==> src/rtl/rxbuf_pkg.sv <==
package rxbuf_pkg;
    typedef enum logic [1:0] {
        ST_HOLD  = 2'd0,
        ST_EMPTY = 2'd1,
        ST_PART  = 2'd2,
        ST_FULL  = 2'd3
    } rxq_state_e;

    localparam int ERR_OVR = 0;
    localparam int ERR_PAR = 1;
    localparam int ERR_FRM = 2;
    localparam int ERR_BRK = 3;
    localparam int ERR_W   = 4;
    localparam int CNT_FLD = 8;
endpackage

==> src/rtl/rxbuf_ring.sv <==
module rxbuf_ring #(
    parameter int DEPTH = 16,
    parameter int DW    = 8,
    localparam int AW   = $clog2(DEPTH)
) (
    input  logic          clk,
    input  logic          rst_n,
    input  logic          flush,
    input  logic          push,
    input  logic          pop,
    input  logic [DW-1:0] din,
    output logic [DW-1:0] head,
    output logic [AW:0]   cnt
);
    logic [AW-1:0]       wp;
    logic [AW-1:0]       rp;
    logic [DEPTH*DW-1:0] flat;

    generate
        for (genvar i = 0; i < DEPTH; i++) begin : g_slot
            logic [DW-1:0] q;
            always_ff @(posedge clk or negedge rst_n) begin
                if (!rst_n)
                    q <= '0;
                else if (push && !flush && wp == AW'(i))
                    q <= din;
            end
            assign flat[i*DW +: DW] = q;
        end
    endgenerate

    assign head = flat[rp*DW +: DW];

    always_ff @(posedge clk or negedge rst_n) begin
        if (!rst_n) begin
            wp  <= '0;
            rp  <= '0;
            cnt <= '0;
        end else if (flush) begin
            wp  <= '0;
            rp  <= '0;
            cnt <= '0;
        end else begin
            if (push) wp <= wp + 1'b1;
            if (pop)  rp <= rp + 1'b1;
            cnt <= cnt + (AW+1)'(push) - (AW+1)'(pop);
        end
    end
endmodule

==> src/rtl/rxbuf_errlog.sv <==
module rxbuf_errlog
    import rxbuf_pkg::*;
(
    input  logic             clk,
    input  logic             rst_n,
    input  logic             clr,
    input  logic [ERR_W-1:0] set,
    output logic [ERR_W-1:0] err
);
    always_ff @(posedge clk or negedge rst_n) begin
        if (!rst_n)
            err <= '0;
        else
            err <= (clr ? '0 : err) | set;
    end
endmodule

==> src/rtl/rxbuf_status.sv <==
module rxbuf_status
    import rxbuf_pkg::*;
#(
    parameter int DEPTH = 16,
    localparam int AW   = $clog2(DEPTH)
) (
    input  logic       clk,
    input  logic       rst_n,
    input  logic       rx_valid,
    input  logic [7:0] rx_byte,
    input  logic       rx_par_err,
    input  logic       rx_frm_err,
    input  logic       brk_evt,
    input  logic       ctl_wr,
    input  logic       ctl_en_in,
    input  logic       ctl_flush_in,
    output logic [1:0] ctl_q,
    input  logic       rd_data_stb,
    output logic [7:0] rd_data,
    output logic       data_ready,
    input  logic       rd_err_stb,
    output logic [8:0] fifo_stat,
    output logic [3:0] err_stat,
    output logic       ovf_pulse,
    output logic       udf_pulse
);
    localparam logic [AW:0] FULL_CNT = (AW+1)'(DEPTH);

    rxq_state_e  st_q, st_d;
    logic        en_q, en_d;
    logic        flush, push_req, push, pop, drop, underrun;
    logic        hold_load, hold_clr, hold_vld;
    logic [7:0]  push_val, head, hold_q;
    logic [AW:0] cnt, cnt_d;
    logic [ERR_W-1:0] err_set;

    assign flush    = ctl_wr & ctl_flush_in;
    assign push_req = rx_valid | brk_evt;
    assign push_val = brk_evt ? 8'h00 : rx_byte;

    rxbuf_ring #(.DEPTH(DEPTH), .DW(8)) u_ring (
        .clk(clk), .rst_n(rst_n), .flush(flush), .push(push), .pop(pop),
        .din(push_val), .head(head), .cnt(cnt)
    );

    // State register
    always_ff @(posedge clk or negedge rst_n) begin
        if (!rst_n) begin
            st_q <= ST_HOLD;
            en_q <= 1'b0;
        end else begin
            st_q <= st_d;
            en_q <= en_d;
        end
    end

    // Per-state datapath decisions and outputs
    always_comb begin
        pop        = 1'b0;
        push       = 1'b0;
        drop       = 1'b0;
        underrun   = 1'b0;
        hold_load  = 1'b0;
        hold_clr   = 1'b0;
        rd_data    = 8'h00;
        data_ready = 1'b0;
        unique case (st_q)
            ST_HOLD: begin
                rd_data    = hold_q;
                data_ready = hold_vld;
                hold_load  = push_req;
                hold_clr   = rd_data_stb;
            end
            ST_EMPTY: begin
                underrun = rd_data_stb;
                push     = push_req & ~flush;
            end
            ST_PART: begin
                rd_data    = head;
                data_ready = 1'b1;
                pop        = rd_data_stb & ~flush;
                push       = push_req & ~flush;
            end
            ST_FULL: begin
                rd_data    = head;
                data_ready = 1'b1;
                pop        = rd_data_stb & ~flush;
                push       = push_req & rd_data_stb & ~flush;
                drop       = push_req & ~rd_data_stb & ~flush;
            end
        endcase
    end

    // Next state from the occupancy the cycle leaves behind
    always_comb begin
        en_d  = ctl_wr ? ctl_en_in : en_q;
        cnt_d = flush ? '0 : cnt + (AW+1)'(push) - (AW+1)'(pop);
        if (!en_d)
            st_d = ST_HOLD;
        else if (cnt_d == '0)
            st_d = ST_EMPTY;
        else if (cnt_d == FULL_CNT)
            st_d = ST_FULL;
        else
            st_d = ST_PART;
    end

    always_ff @(posedge clk or negedge rst_n) begin
        if (!rst_n) begin
            hold_q    <= 8'h00;
            hold_vld  <= 1'b0;
            ovf_pulse <= 1'b0;
            udf_pulse <= 1'b0;
        end else begin
            if (hold_load) begin
                hold_q   <= push_val;
                hold_vld <= 1'b1;
            end else if (hold_clr) begin
                hold_vld <= 1'b0;
            end
            ovf_pulse <= drop;
            udf_pulse <= underrun;
        end
    end

    always_comb begin
        err_set          = '0;
        err_set[ERR_OVR] = drop;
        err_set[ERR_PAR] = rx_valid & rx_par_err;
        err_set[ERR_FRM] = rx_valid & rx_frm_err;
        err_set[ERR_BRK] = brk_evt;
    end

    rxbuf_errlog u_err (
        .clk(clk), .rst_n(rst_n), .clr(rd_err_stb), .set(err_set), .err(err_stat)
    );

    assign fifo_stat = (cnt == FULL_CNT) ? {1'b1, 8'h00} : {1'b0, CNT_FLD'(cnt)};
    assign ctl_q     = {1'b0, en_q};
endmodule

==> config.mk <==
export PLATFORM = sky130hd
export DESIGN_NAME = rxbuf_status
export DESIGN_NICKNAME = d
export VERILOG_FILES = /design/src/rtl/rxbuf_pkg.sv /design/src/rtl/rxbuf_ring.sv /design/src/rtl/rxbuf_errlog.sv /design/src/rtl/rxbuf_status.sv
export SDC_FILE = /design/constraint.sdc
export NUM_CORES = 1
export LEC_CHECK = 0
export ABC_AREA = 1
export BUFFER_PORTS_ARGS = -buffer_cell sky130_fd_sc_hd__buf_2
export CORE_UTILIZATION = 27
export DETAILED_ROUTE_END_ITERATION = 7
export PLACE_DENSITY = 0.4
export SYNTH_ARGS = -nofsm -noshare
export SYNTH_HDL_FRONTEND = slang
export SYNTH_SLANG_ARGS = --single-unit
==> constraint.sdc <==
create_clock -name clk -period 2.55 [get_ports clk]
set_clock_uncertainty 0.1 [all_clocks]
set_input_delay 0.255 -clock clk [delete_from_list [all_inputs] [get_ports clk]]
set_output_delay 0.255 -clock clk [all_outputs]
set_load 0.03 [all_outputs]
==> impl_metrics.tcl <==
set metrics [dict create \
    outcome "finished clean" \
    crit_fanout 32 \
    yosys.area_share.simple 0.278 \
    grt_overflow 0 \
    grt_pass1_vias 6683 \
    drc 0 \
    finalSetupViolations 0 \
    synth_adder_area_share 0.0197 \
    dr.first_iter.drc_count 507 \
    critPathSlowestCell "buf_4" \
    critPathKind "flop to primary output" \
    cp_top_family "simple AND/OR/NAND/NOR gates" \
    cp_num_buf_inv 2 \
    hpwl_um 16600 \
    worst_skew_pair.late_latency_ns 0.43 \
    timing.critical_path.mode_cell "nand3_1" \
    die_x_um 174 \
    relSlewSlack 0.309 \
    syn_area_um2 7980 \
    clk_pin_slew_ns 0.06 \
    clock_path_buffers 2 \
    cts_buffers 17 \
    core_area_um2 28900 \
    tns_ns 0 \
    power_density_nw_per_um2 1140 \
    num-nets-final 1127 \
    sw_frac_of_total 0.416 \
    cts_tree "built" \
    cpPeakStageDelay_ns 0.39 \
    p_leak_nw 4.65 \
    cp-start-kind "flop" \
    max-vdd-ir-drop_uv 602 \
    gr-usage-all-layers 0.180 \
    cap_violations 0 \
    p_comb_frac 0.430 \
    cp-end-kind "primary output" \
    numPlacedInstances 1447 \
    fmax_mhz 409 \
    antenna_found_initial 0 \
    grt_setup_unrepaired "no" \
    use_met2 0.284 \
    slew_viol_final 0 \
    whs_ns 0.0297 \
    grt_max_degree 69 \
    drt_wl_total_um 25500 \
    finalNonFillerCells 1493 \
    grt_first_pass_wirelength_um 41000 \
    ys_seq_elements 159 \
    synth_cells 1045 \
    vias 6664 \
    yosysSeqAreaShare 0.498 \
    start_util 0.276 \
    p_clk_frac 0.259 \
    die_height_um 174 \
    worstPathRequired_ns 2.19 \
    arrival_ns 2.09 \
    fin_crit_sh 0.960 \
    fin_crit_ns 2.45 \
    synth_top_family_by_area "simple AND/OR/NAND/NOR gates" \
    p_sw_mw 4.59 \
    hold_viol 0 \
    drt_pass1_iterations 7 \
    synth_area_per_cell_um2 7.64 \
    fillers 3073 \
    tightest_slew_ns 1.03 \
    fin_util 0.334 \
    drive_above_1_share 0.130 \
    via_per_inst 4.46 \
    num_rows 62 \
    cts-root-buf "clkbuf_16" \
    power_frac_seq 0.311 \
    synth-xor-area-share 0.00329 \
    synthMuxAreaShare 0 \
    diodes 0 \
    synthDistinctLibCells 31 \
    port_buffers 40 \
    top_level_ports 45 \
    synth_compound_area_frac 0.0989 \
    wl_per_cell_um 17.1 \
    hold_class "input pin to flop" \
    grtUsageMet1 0.258 \
    met3_usage 0.0302 \
    power.internal_mw 6.44 \
    clock-sinks 159 \
    ys_warn_count 0 \
    h-tree-depth 4 \
    area_growth_syn_to_layout_pct 21.0 \
    crit_chain "buf_4 > nand3_1 > nand3_1 > nand2_1 > nand2_1 > nand3_1 > nand2_2 > buf_6" \
    die-area_um2 30300 \
    grt.busiest_layer "met2" \
    antenna_left 0 \
    finalWeightedCongestion 0.752 \
]
path summary, 6_finish.rpt:
path / from / end / slack, ns / depth (start not counted)
setup / recovery: u_ring.rp[1] / rd_data[2] / 0.10 / 8
hold / removal: rd_data_stb / udf_pulse / 0.03 / 3
setup reg to reg: st_q[1] / st_q[1] / 0.28 / 14
hold reg to reg: u_ring.g_slot[12].q[3] / u_ring.g_slot[12].q[3] / 0.39 / 2
max in group asynchronous: rst_n / u_ring.g_slot[13].q[2] / 1.41 / 3
min in group asynchronous: rst_n / u_ring.g_slot[10].q[7] / 0.19 / 2
area by class of cell:
cell class,count,area [um^2],share of cell area
multi-input combinational,686,3270,0.338
sequential,159,3980,0.412
timing repair buffer,89,752,0.0778
tap,384,480,0.0497
inverter,143,543,0.0562
clock inverter,11,179,0.0185
clock buffer,21,460,0.0476
routing by layer:
metal  vias up  wire length [um]  share of wire
met5         -                 0              0
met4         0               210         0.0082
met3        13               779          0.031
met2        92             11800           0.46
met1      3194             12700           0.50
li1       3365                 -              -
stage by stage:
stage	instance area (um^2)	power (mW)	setup WS [ns]
after floorplan	8000	6.30	0.138
after global placement	8710	7.76	0.202
after detailed placement	8710	7.75	0.203
after CTS	9550	10.9	0.000171
after global routing	9660	11.9	0.00302
final	9660	11.0	0.102
registers in the layout, summed over array words and instances (netlist names), 2 cells and up:
register	cells
u_ring.wp	4
u_ring.g_slot.q	128
hold_q	8
u_ring.rp	4
u_err.err	4
u_ring.cnt	5
st_q	2
timing repair:
item / in CTS / in global routing
buffers inserted: 1 / 2
endpoints found under the setup margin: 8 / 9
pin swaps: 0 / 3
gates resized for setup: 13 / 29
hold buffers: 8 / 0
hold endpoints to repair: 32 / 0
cloned: 2 / 1
worst reg2reg max path, stage by stage, from the launching register on:
cell	delay, ns
dfrtp_1	0.41
nand2_2	0.08
nor2_2	0.12
ha_1	0.23
inv_1	0.06
ha_1	0.16
inv_1	0.05
fa_1	0.48
nor2_1	0.06
nor2_1	0.10
nand2_1	0.06
inv_1	0.05
nand2_1	0.06
nor2_1	0.10
nor2_1	0.04
Yosys cell counts, drive strengths merged:
master  count  area [um^2]
ha         11          138
nor2       21          119
xor2        2         17.5
nand3      98          490
o21bai      2         15.0
nand2     373         1400
nor3b       1         7.51
o21ai     146          731
inv       137          514
fa          1         20.0
nand4      14          178
conb        1         3.75
a21oi       5         25.0
clkinv      6         22.5
or2         1         6.26
a31oi       1         6.26
o22ai       2         12.5
clkbuf     40          150
buf        20          123
nor3        3         15.0
xnor2       1         8.76
dfrtp     159         3980
placed cells by master, fill, tap and decap left out, types with 14 or more instances in the layout:
cell type | Yosys | layout
nand2_1 | 372 | 366
dfrtp_1 | 159 | 158
inv_1 | 136 | 136
o21ai_0 | 97 | 97
nand3_1 | 98 | 89
o21ai_1 | 49 | 49
buf_4 | 7 | 35
buf_2 | 11 | 31
clkbuf_16 | 0 | 18
nor2_1 | 15 | 14
cell families (layout without fill, tap and decap cells):
kind of cell             after synthesis  in the layout
AO/OA/AOI/OAI                        156            156
XOR/XNOR                               3              3
adder cells (fa/ha/maj)               12             12
buffers and inverters                203            264
flip-flops                           159            159
other                                  1              4
AND/OR/NAND/NOR                      511            511
power by group through the flow:
| stage | clock [mW] | combinational [mW] | sequential [mW] |
|---|---|---|---|
| final | 2.85 | 4.75 | 3.43 |
| after floorplan | 0 | 2.90 | 3.40 |
| after global placement | 0 | 4.29 | 3.47 |
| after detailed placement | 0 | 4.28 | 3.47 |
| after global routing | 3.02 | 5.33 | 3.51 |
| after CTS | 2.92 | 4.56 | 3.44 |
(Power assumes the default switching activity.)
